$ cat config.mk
export PLATFORM = sky130hd
export DESIGN_NAME = tmr_chan
export DESIGN_NICKNAME = d
export VERILOG_FILES = /design/src/rtl/tch_pkg.sv /design/src/rtl/tch_sync.sv /design/src/rtl/tch_regs.sv /design/src/rtl/tch_outdrv.sv /design/src/rtl/tmr_chan.sv
export SDC_FILE = /design/constraint.sdc
export NUM_CORES = 1
export LEC_CHECK = 0
export BUFFER_PORTS_ARGS = -buffer_cell sky130_fd_sc_hd__buf_2
export CAP_MARGIN = 20
export CORE_MARGIN = 5
export CORE_UTILIZATION = 43
export DETAILED_ROUTE_END_ITERATION = 16
export HOLD_SLACK_MARGIN = 0.06
export PLACE_DENSITY = 0.75
export SLEW_MARGIN = 5
export SYNTH_ARGS = -nofsm -noshare
export SYNTH_HDL_FRONTEND = slang
export SYNTH_SLANG_ARGS = --single-unit
$ cat constraint.sdc
create_clock -name clk -period 2.15 [get_ports clk]
set_clock_uncertainty 0.2 [all_clocks]
set_input_delay 0.43 -clock clk [delete_from_list [all_inputs] [get_ports clk]]
set_output_delay 0.43 -clock clk [all_outputs]
set_load 0.01 [all_outputs]
$ cat src/rtl/tch_pkg.sv
// Package: shared types and field positions for the timer channel.
// Assumes a control word of at least five bits; the wider bits are unused.
package tch_pkg;
    typedef enum logic [1:0] {
        ELS_OFF  = 2'b00,
        ELS_A    = 2'b01,
        ELS_B    = 2'b10,
        ELS_BOTH = 2'b11
    } els_t;

    typedef struct packed {
        logic tov;
        els_t els;
        logic mode_a;
    } tch_cfg_t;

    localparam int MODE_BIT = 0;
    localparam int ELS_LO   = 1;
    localparam int ELS_HI   = 2;
    localparam int TOV_BIT  = 3;
    localparam int FLAG_BIT = 4;
endpackage

$ cat src/rtl/tch_sync.sv
// Module tch_sync: brings the asynchronous pin into the clock domain
// through STAGES flops, then finds rising and falling edges.
// Assumes STAGES >= 2; the edge outputs last exactly one clock.
module tch_sync #(
    parameter int STAGES = 2
) (
    input  logic clk,
    input  logic rst_n,
    input  logic pin_in,
    output logic rise,
    output logic fall
);
    localparam int CHAIN = STAGES + 1;

    logic [CHAIN-1:0] chain_q;

    // Stage 0 samples the raw pin.
    always_ff @(posedge clk) begin
        if (!rst_n) chain_q[0] <= 1'b0;
        else        chain_q[0] <= pin_in;
    end

    // Later stages shift the level; the last one holds the previous value.
    for (genvar g = 1; g < CHAIN; g++) begin : g_stage
        always_ff @(posedge clk) begin
            if (!rst_n) chain_q[g] <= 1'b0;
            else        chain_q[g] <= chain_q[g-1];
        end
    end

    // Edge detection compares the synchronised level with its delayed copy.
    always_comb begin
        rise = chain_q[CHAIN-2] & ~chain_q[CHAIN-1];
        fall = ~chain_q[CHAIN-2] & chain_q[CHAIN-1];
    end
endmodule

$ cat src/rtl/tch_regs.sv
// Module tch_regs: control word, channel value word and sticky flag.
// Assumes cap_evt and cmp_evt never both come in one cycle (the modes exclude each other).
// The mode and edge/level bits change only while halt is high.
module tch_regs
    import tch_pkg::*;
#(
    parameter int CNT_W = 16
) (
    input  logic             clk,
    input  logic             rst_n,
    input  logic             wr_en,
    input  logic             wr_sel,
    input  logic [CNT_W-1:0] wr_data,
    input  logic             halt,
    input  logic             cap_evt,
    input  logic             cmp_evt,
    input  logic [CNT_W-1:0] cnt_val,
    output tch_cfg_t         cfg,
    output logic [CNT_W-1:0] value,
    output logic             flag
);
    logic ctl_wr;
    logic val_wr;

    // Decode which word a write strobe targets.
    always_comb begin
        ctl_wr = wr_en && !wr_sel;
        val_wr = wr_en && wr_sel;
    end

    // Control word: tov always writable, role bits only when halted.
    always_ff @(posedge clk) begin
        if (!rst_n) begin
            cfg <= '0;
        end else if (ctl_wr) begin
            cfg.tov <= wr_data[TOV_BIT];
            if (halt) begin
                cfg.mode_a <= wr_data[MODE_BIT];
                cfg.els    <= els_t'(wr_data[ELS_HI:ELS_LO]);
            end
        end
    end

    // Value word: a capture takes priority over a software write.
    always_ff @(posedge clk) begin
        if (!rst_n)      value <= '0;
        else if (cap_evt) value <= cnt_val;
        else if (val_wr)  value <= wr_data;
    end

    // Sticky flag: events set it, a written zero clears it.
    always_ff @(posedge clk) begin
        if (!rst_n)                           flag <= 1'b0;
        else if (cap_evt || cmp_evt)          flag <= 1'b1;
        else if (ctl_wr && !wr_data[FLAG_BIT]) flag <= 1'b0;
    end

    AST_CFG_FROZEN: assert property (@(posedge clk) disable iff (!rst_n)
        !halt |=> $stable({cfg.mode_a, cfg.els})) else $error("cfg changed while running");
    AST_FLAG_ON_EVENT: assert property (@(posedge clk) disable iff (!rst_n)
        (cap_evt || cmp_evt) |=> flag) else $error("flag not set");
    AST_VALUE_HOLD: assert property (@(posedge clk) disable iff (!rst_n)
        (!cap_evt && !val_wr) |=> $stable(value)) else $error("value moved");
endmodule

$ cat src/rtl/tch_outdrv.sv
// Module tch_outdrv: pin output register for compare, overflow toggle and preset.
// Assumes ovf_pulse lasts one clock; while idle (edge/level 00) the register
// follows the inverse of the mode bit so the pin starts at that level.
module tch_outdrv
    import tch_pkg::*;
#(
    parameter int CNT_W = 16
) (
    input  logic             clk,
    input  logic             rst_n,
    input  tch_cfg_t         cfg,
    input  logic [CNT_W-1:0] cnt_val,
    input  logic [CNT_W-1:0] value,
    input  logic             ovf_pulse,
    input  logic             halt,
    output logic             pin_q,
    output logic             pin_oe,
    output logic             cmp_evt
);
    logic cmp_mode;
    logic ovf_tog;

    // Mode decode, match detect and overflow-toggle qualification.
    always_comb begin
        cmp_mode = (cfg.els != ELS_OFF) && cfg.mode_a;
        cmp_evt  = cmp_mode && !halt && (cnt_val == value);
        ovf_tog  = cmp_mode && !halt && cfg.tov && ovf_pulse;
        pin_oe   = cmp_mode;
    end

    // Pin register: preset while idle, match action first, then overflow toggle.
    always_ff @(posedge clk) begin
        if (!rst_n) begin
            pin_q <= 1'b1;
        end else if (cfg.els == ELS_OFF) begin
            pin_q <= ~cfg.mode_a;
        end else if (cmp_evt) begin
            case (cfg.els)
                ELS_A:    pin_q <= ~pin_q;
                ELS_B:    pin_q <= 1'b0;
                ELS_BOTH: pin_q <= 1'b1;
                default:  pin_q <= pin_q;
            endcase
        end else if (ovf_tog) begin
            pin_q <= ~pin_q;
        end
    end

    AST_IDLE_RELEASED: assert property (@(posedge clk) disable iff (!rst_n)
        (cfg.els == ELS_OFF) |-> !pin_oe) else $error("pin driven while idle");
    AST_PIN_QUIET: assert property (@(posedge clk) disable iff (!rst_n)
        (cmp_mode && !cmp_evt && !ovf_tog) |=> $stable(pin_q)) else $error("pin moved");
    AST_HALT_NO_MATCH: assert property (@(posedge clk) disable iff (!rst_n)
        halt |-> !cmp_evt) else $error("match while halted");
endmodule

$ cat src/rtl/tmr_chan.sv
// Module tmr_chan: one capture/compare/PWM channel attached to a shared counter.
// Assumes the counter and its overflow strobe come from outside and that
// software halts the timer before it changes the channel role.
module tmr_chan
    import tch_pkg::*;
#(
    parameter int CNT_W     = 16,
    parameter int SYNC_STGS = 2
) (
    input  logic             clk,
    input  logic             rst_n,
    input  logic [CNT_W-1:0] cnt_val,
    input  logic             ovf_pulse,
    input  logic             pin_in,
    input  logic             tmr_halt,
    input  logic             wr_en,
    input  logic             wr_sel,
    input  logic [CNT_W-1:0] wr_data,
    output logic             pin_out,
    output logic             pin_oe,
    output logic             chan_flag,
    output logic [CNT_W-1:0] chan_value
);
    tch_cfg_t cfg;
    logic     rise, fall;
    logic     cap_evt, cmp_evt;
    logic     cap_mode;

    tch_sync #(.STAGES(SYNC_STGS)) i_sync (
        .clk(clk), .rst_n(rst_n), .pin_in(pin_in), .rise(rise), .fall(fall)
    );

    // Capture qualification: the edge/level code picks the sensitive edge.
    always_comb begin
        cap_mode = (cfg.els != ELS_OFF) && !cfg.mode_a;
        case (cfg.els)
            ELS_A:    cap_evt = cap_mode && rise;
            ELS_B:    cap_evt = cap_mode && fall;
            ELS_BOTH: cap_evt = cap_mode && (rise || fall);
            default:  cap_evt = 1'b0;
        endcase
    end

    tch_regs #(.CNT_W(CNT_W)) i_regs (
        .clk(clk), .rst_n(rst_n), .wr_en(wr_en), .wr_sel(wr_sel),
        .wr_data(wr_data), .halt(tmr_halt), .cap_evt(cap_evt),
        .cmp_evt(cmp_evt), .cnt_val(cnt_val), .cfg(cfg),
        .value(chan_value), .flag(chan_flag)
    );

    tch_outdrv #(.CNT_W(CNT_W)) i_out (
        .clk(clk), .rst_n(rst_n), .cfg(cfg), .cnt_val(cnt_val),
        .value(chan_value), .ovf_pulse(ovf_pulse), .halt(tmr_halt),
        .pin_q(pin_out), .pin_oe(pin_oe), .cmp_evt(cmp_evt)
    );

    AST_CAPTURE_RELEASED: assert property (@(posedge clk) disable iff (!rst_n)
        cap_evt |-> !pin_oe) else $error("pin driven while capturing");
endmodule

Word level (Yosys, flattened, before mapping)
Index checks and enable logic that the tools add are counted.
{ "op_classes": {"eq_ne": 5, "n_bitwise": 6, "muxes": 9, "reduce_logical": 25} }
{ "ops": {"columns": ["operator", "n"], "rows": [
  ["$mux 16", 2],
  ["$eq 16x16->1", 1],
  ["$logic_and 1x1->1", 12],
  ["$pmux 1 s3", 2],
  ["$reduce_bool 2->1", 3],
  ["$mux 1", 5],
  ["$ne 5x1->1 const B", 1],
  ["$eq 2x2->1 const B", 2],
  ["$logic_not 1->1", 4],
  ["$not 1->1", 4],
  ["$reduce_and 2->1", 2],
  ["$reduce_bool 3->1", 1],
  ["$and 1x1->1", 2],
  ["$eq 2x1->1 const B", 1],
  ["$logic_not 2->1", 1],
  ["$logic_or 1x1->1", 2]
]} }
{ "word_totals": {"ff_bits": 25, "inputBits": 39, "elab_cells": 54} }

Longest topological paths before layout
{ "depth": {"ltp_word": 8, "ltp_mapped": 9, "mapped_depth_nobuf": 8} }

Cells and area by module
Synthesis repeated with hierarchy kept, for this count alone.
{ "hier_totals": {"hier_cells": 158, "area_unflattened_um2": 1270.0} }
{ "by_module_without_submodules": {"columns": ["mod", "cells_per_inst", "instances", "area_each_um2"], "rows": [
  ["tch_regs", 113, 1, 879.6],
  ["tch_outdrv", 35, 1, 287.8],
  ["tch_sync", 8, 1, 91.3],
  ["tmr_chan", 2, 1, 11.3]
]} }

Least setup slack after synthesis
OpenSTA, ideal clock, no wires.
{ "synth_path": {"path_type": "reg-to-reg", "from": "register i_regs.cfg[1] (netlist name)", "to": "register i_out.pin_q", "stages_incl_launch_ff": 9, "setup_slack_ps": 67, "required_time_ps": 1834, "setup_time_ps": 116, "arrival_time_ps": 1768, "n_path_buf": 0, "cell_sequence": "dfxtp_1 > inv_1 > ha_1 > or3b_1 > nor4_2 > nand4_1 > o21ai_1 > o21ai_0 > a31o_1"} }
{ "synth_via": {"elab_chain_len": 7} }
{ "synth_lines": {"columns": ["item", "line_no", "text"], "rows": [
  ["$reduce_bool 2->1", "tch_outdrv.sv:25", "cmp_mode = (cfg.els != ELS_OFF) && cfg.mode_a;"],
  ["$logic_and 1x1->1", "tch_outdrv.sv:25", null],
  ["$logic_and 1x1->1", "tch_outdrv.sv:26, tch_outdrv.sv:27", null],
  ["$logic_and 1x1->1 (2 in series)", "tch_outdrv.sv:27", "ovf_tog = cmp_mode && !halt && cfg.tov && ovf_pulse;"],
  ["$reduce_bool 3->1 (no source line)", null, null],
  ["$reduce_and 2->1 (no source line)", null, null],
  ["to (signal assigned)", "tch_outdrv.sv:36", "pin_q <= ~cfg.mode_a;"],
  ["to (signal assigned)", "tch_outdrv.sv:39", "ELS_A: pin_q <= ~pin_q;"],
  ["to (signal assigned)", "tch_outdrv.sv:42", "default: pin_q <= pin_q;"],
  ["to (decl)", "tch_outdrv.sv:16", "output logic pin_q,"]
]} }
Several ways; a longest one is shown, not always the timed one.
A chain may end at the register's enable or synchronous reset.

Final worst setup path
{ "layout_path": {"from": "register i_regs.cfg[2] (netlist name)", "to": "register i_out.pin_q"} }
{ "layout_via": {"elab_chain_len": 7} }
{ "layout_lines": {"columns": ["item", "line_no"], "rows": [
  ["$reduce_bool 2->1", "tch_outdrv.sv:25"],
  ["$logic_and 1x1->1", "tch_outdrv.sv:25"],
  ["$logic_and 1x1->1", "tch_outdrv.sv:26, tch_outdrv.sv:27"],
  ["$logic_and 1x1->1 (2 in series)", "tch_outdrv.sv:27"],
  ["$reduce_bool 3->1 (no source line)", null],
  ["$reduce_and 2->1 (no source line)", null]
]} }
Several ways; a longest one is shown, not always the timed one.

==> flow_results.org <==
** Run status
- The run finished with clean final reports.

** CTS
- Buffer count from post-CTS setup fixing :: 0
- H-Tree Level Count :: 1
- The number of hold buffers added after CTS was 0.
- The clock reaches the later pin of the worst-skew pair after 0.32 ns.
- Total CTS buffers :: 3
- After clock tree synthesis, the clock-pin slew on the worst setup and hold paths is 0.14 ns.
- Clock tree from TritonCTS :: done
- Clk sink count :: 25
- The clock passes through at most 2 buffers.
- Buffer type at the clock tree root :: sky130_fd_sc_hd__clkbuf_4

** Global route
- The first global-routing pass estimated 6.05 mm of wire.
- After global routing the overflow that remains totals 0.
- Entering global routing, the biggest net connects 34 pins.
- The number of antenna violations at the first check in global routing came to 0.
- For this run, the total global-route usage over all layers was measured as 17.2%.
- The number of global-route vias before repair is 1,358.

** Drt
- The final route contains 1,412 vias.
- Average wire length per cell after detail routing :: 13.6 um
- Number of nets still failing antenna checks after routing :: 0
- The first detailed-routing pass took 4 iterations.
- For this run, design rule violations remaining after detail routing come to 0.
- Drt total wl :: 3.74 mm
- Via density per instance :: 5.13
- Violation count after the first detailed-route iteration :: 78

** Yosys
- Adder-Cell Fraction of Synth Area :: 5.25%
- Xor and xnor fraction of the mapped netlist area :: 9.81%
- Each instance of the synthesized netlist takes up on average 8.41 um2.
- Post-synthesis cell area :: 1430 um2
- Post-synth net total :: 215
- By area, the combinational part of the netlist is dominated by simple AND/OR/NAND/NOR gates.
- Post-synthesis sequential element count :: 25
- The synthesized netlist devotes 27.8% of its cell area to simple gates.
- Warnings, synthesis :: 0
- Sequential elements use 35.0% of the synthesized area.
- Mux contribution to synthesized area :: 1.40%
- Mapped Cells :: 170
- Number of distinct library cells after synthesis :: 28
- Complex-gate fraction of the synthesized area :: 16.2%

** STA
- Setup violations remaining at the end of the flow were counted as 0.
- Final hold violation count :: 0
- For the pin with the worst max-slew slack, the measured transition is 0.583 ns.
- Worst setup margin :: 0.0181 ns
- The clock period could shrink to 2.13 ns.
- Final Cycle Share :: 99.2%
- Headroom to the max-slew limit came out at 61.0%.
- The total count of max-transition violations in the final report came to 0.
- Final hold analysis gives a worst-case slack of 0.101 ns.
- Fmax achieved :: 469 MHz
- Unrepaired setup endpoints after global routing :: yes

** Layout
- The area growth from synthesis to layout is 30.5%.
- The finished cells cover 1860 um2.
- N_diodes :: 0
- Combined area of the multi-input logic cells :: 888 um2
- Utilization after layout :: 56.8%
- Register cell area after layout :: 503 um2
- Total Nets Final :: 275
- Share of post-route cells with drive strength above 1 :: 34.5%
- # fillers :: 319

** Place
- Worst slack after detailed placement :: -0.0402 ns
- DP Wirelength :: 2.84 mm
- The count of buffers added on input and output ports is 57.
- Gp weighted congestion :: 0.905
- The placed instances occupy a cell area of 1810 um2.

** Worst setup path
- Together, buffers and inverters on the worst path number 1.
- In this design, the largest share of critical-path delay is due to simple AND/OR/NAND/NOR gates.
- Worst stage delay on the critical path :: 0.40 ns
- The setup path with the least slack is of type register to register.
- STA classifies the critical path endpoint as a register.
- Data on the critical path arrives at its endpoint at 2.17 ns.
- On the critical path, the stage with the largest delay is an instance of sky130_fd_sc_hd__or3b_4.
- Required time of the critical path :: 2.19 ns
- Crit start category :: register
- List of cells traversed by the critical path :: inv_2, ha_4, or3b_4, nor4_4, nand4_1, o21ai_1, o21ai_0, a31o_1
- CP max FO :: 3

** Worst hold path
- In this run the worst hold path is classified as input port to register.

** Power
- For this design the static power due to leakage is 1.02 nW.
- PwrDens :: 487 nW/um2
- Total power consumption of the routed design :: 0.907 mW
- VDD sags by at most 0.000377 V.

** Die
- Initial core utilization :: 43.5%
- Row cnt :: 21
- In this run the count of I/O pins placed on the die edge is 58.
- The floorplan step defined a die boundary enclosing 4580 um2.
- After floorplanning, the core was sized to cover 3280 um2.
- Height of the chip :: 67.6 um
- Horizontal die dimension :: 67.6 um

** Job
- The tool flagged a number of max-cap violations equal to 0.
[through the flow]
step / TNS [ns] / instances
global route: -0.162 / 275
global placement: 0 / 271
detailed placement: -0.0402 / 271
CTS: 0 / 275
floorplan: 0 / 170
finish: 0 / 275
[routing by layer]
metal  global-route usage, %  vias to the layer above  routed length, um
met3                    5.49                        5                247
li1                        -                      713                  -
met1                    21.2                      651               1620
met5                       0                        -                  0
met4                    4.56                        0                 50
met2                    28.8                       43               1830
[where the power goes]
group	switching [mW]	internal [mW]	total, mW
combinational	0.101	0.0911	0.192
sequential	0.0166	0.485	0.501
clock	0.144	0.0697	0.214
[layout make-up]
| class | count | area share [%] |
|---|---|---|
| multi-input cells | 128 | 47.7 |
| inverters | 6 | 1.21 |
| flip-flops and latches | 25 | 27.0 |
| repair buffers | 66 | 19.6 |
| clock buffers | 3 | 1.21 |
| well taps | 46 | 3.09 |
| clock inverters | 1 | 0.268 |
[Yosys cell counts]
cell / count / area (um2)
sky130_fd_sc_hd__inv_1: 6 / 22.5
sky130_fd_sc_hd__mux2i_1: 2 / 20.0
sky130_fd_sc_hd__xnor2_1: 2 / 17.5
sky130_fd_sc_hd__a221oi_1: 1 / 8.76
sky130_fd_sc_hd__o211ai_1: 1 / 7.51
sky130_fd_sc_hd__nand4_1: 1 / 6.26
sky130_fd_sc_hd__a41oi_1: 1 / 8.76
sky130_fd_sc_hd__nor3_1: 1 / 5.00
sky130_fd_sc_hd__a31o_1: 1 / 8.76
sky130_fd_sc_hd__nand3_1: 35 / 175
sky130_fd_sc_hd__nand2b_1: 1 / 6.26
sky130_fd_sc_hd__clkbuf_1: 11 / 41.3
sky130_fd_sc_hd__o21ai_0: 2 / 10.0
sky130_fd_sc_hd__nor3_2: 1 / 10.0
sky130_fd_sc_hd__or3b_1: 1 / 8.76
sky130_fd_sc_hd__nor4_2: 2 / 25.0
sky130_fd_sc_hd__nor4_1: 1 / 6.26
sky130_fd_sc_hd__nor2_1: 3 / 11.3
sky130_fd_sc_hd__dfxtp_1: 25 / 500
sky130_fd_sc_hd__or4_1: 1 / 7.51
sky130_fd_sc_hd__a21boi_0: 3 / 22.5
sky130_fd_sc_hd__o211a_1: 16 / 160
sky130_fd_sc_hd__nand2_1: 23 / 86.3
sky130_fd_sc_hd__o21ai_1: 1 / 5.00
sky130_fd_sc_hd__xor2_1: 14 / 123
sky130_fd_sc_hd__nor2b_1: 4 / 25.0
sky130_fd_sc_hd__and2_1: 4 / 25.0
sky130_fd_sc_hd__ha_1: 6 / 75.1
[logic make-up after synthesis]
kind of cell / count (synthesis)
DFF: 25
AOI/OAI and AO/OA: 26
xor gates and xnor gates: 16
muxes: 2
and+or+nand+nor: 78
buffers and inverters: 17
adders and majority gates: 6
[state kept, by name, indices dropped and copies added, names as in the netlist]
signal / flops
i_out.pin_q: 1
i_regs.cfg: 4
i_regs.flag: 1
i_regs.value: 16
i_sync.chain_q: 3
[cells in the final DEF, fill, tap and decap left out, types with 2 or more instances in the layout]
master,instances
sky130_fd_sc_hd__dfxtp_1,23
sky130_fd_sc_hd__nand2_1,23
sky130_fd_sc_hd__buf_2,57
sky130_fd_sc_hd__and2_1,4
sky130_fd_sc_hd__buf_4,8
sky130_fd_sc_hd__ha_1,5
sky130_fd_sc_hd__o21ai_0,2
sky130_fd_sc_hd__inv_1,4
sky130_fd_sc_hd__dfxtp_2,2
sky130_fd_sc_hd__a21boi_0,3
sky130_fd_sc_hd__inv_2,2
sky130_fd_sc_hd__mux2i_1,2
sky130_fd_sc_hd__xnor2_1,2
sky130_fd_sc_hd__xor2_1,14
sky130_fd_sc_hd__clkbuf_4,3
sky130_fd_sc_hd__o211a_1,16
sky130_fd_sc_hd__nor2b_1,4
sky130_fd_sc_hd__nand3_1,35
sky130_fd_sc_hd__nor2_1,3
[timing repair]
action | CTS | global route
setup endpoints to repair | 1 | 2
pin swaps | 1 | 2
gates resized for setup | 4 | 4
gates cloned | 0 | 0
[final timing paths]
check                    startpoint           endpoint  slack (ns)  cells past startpoint
setup reg to reg      i_regs.cfg[2]        i_out.pin_q        0.02                      8
hold / removal               pin_in  i_sync.chain_q[0]        0.10                      2
setup / recovery      i_regs.cfg[2]        i_out.pin_q        0.02                      8
hold reg to reg   i_sync.chain_q[0]  i_sync.chain_q[1]        0.25                      1
Power figures use the tool's default switching activity.
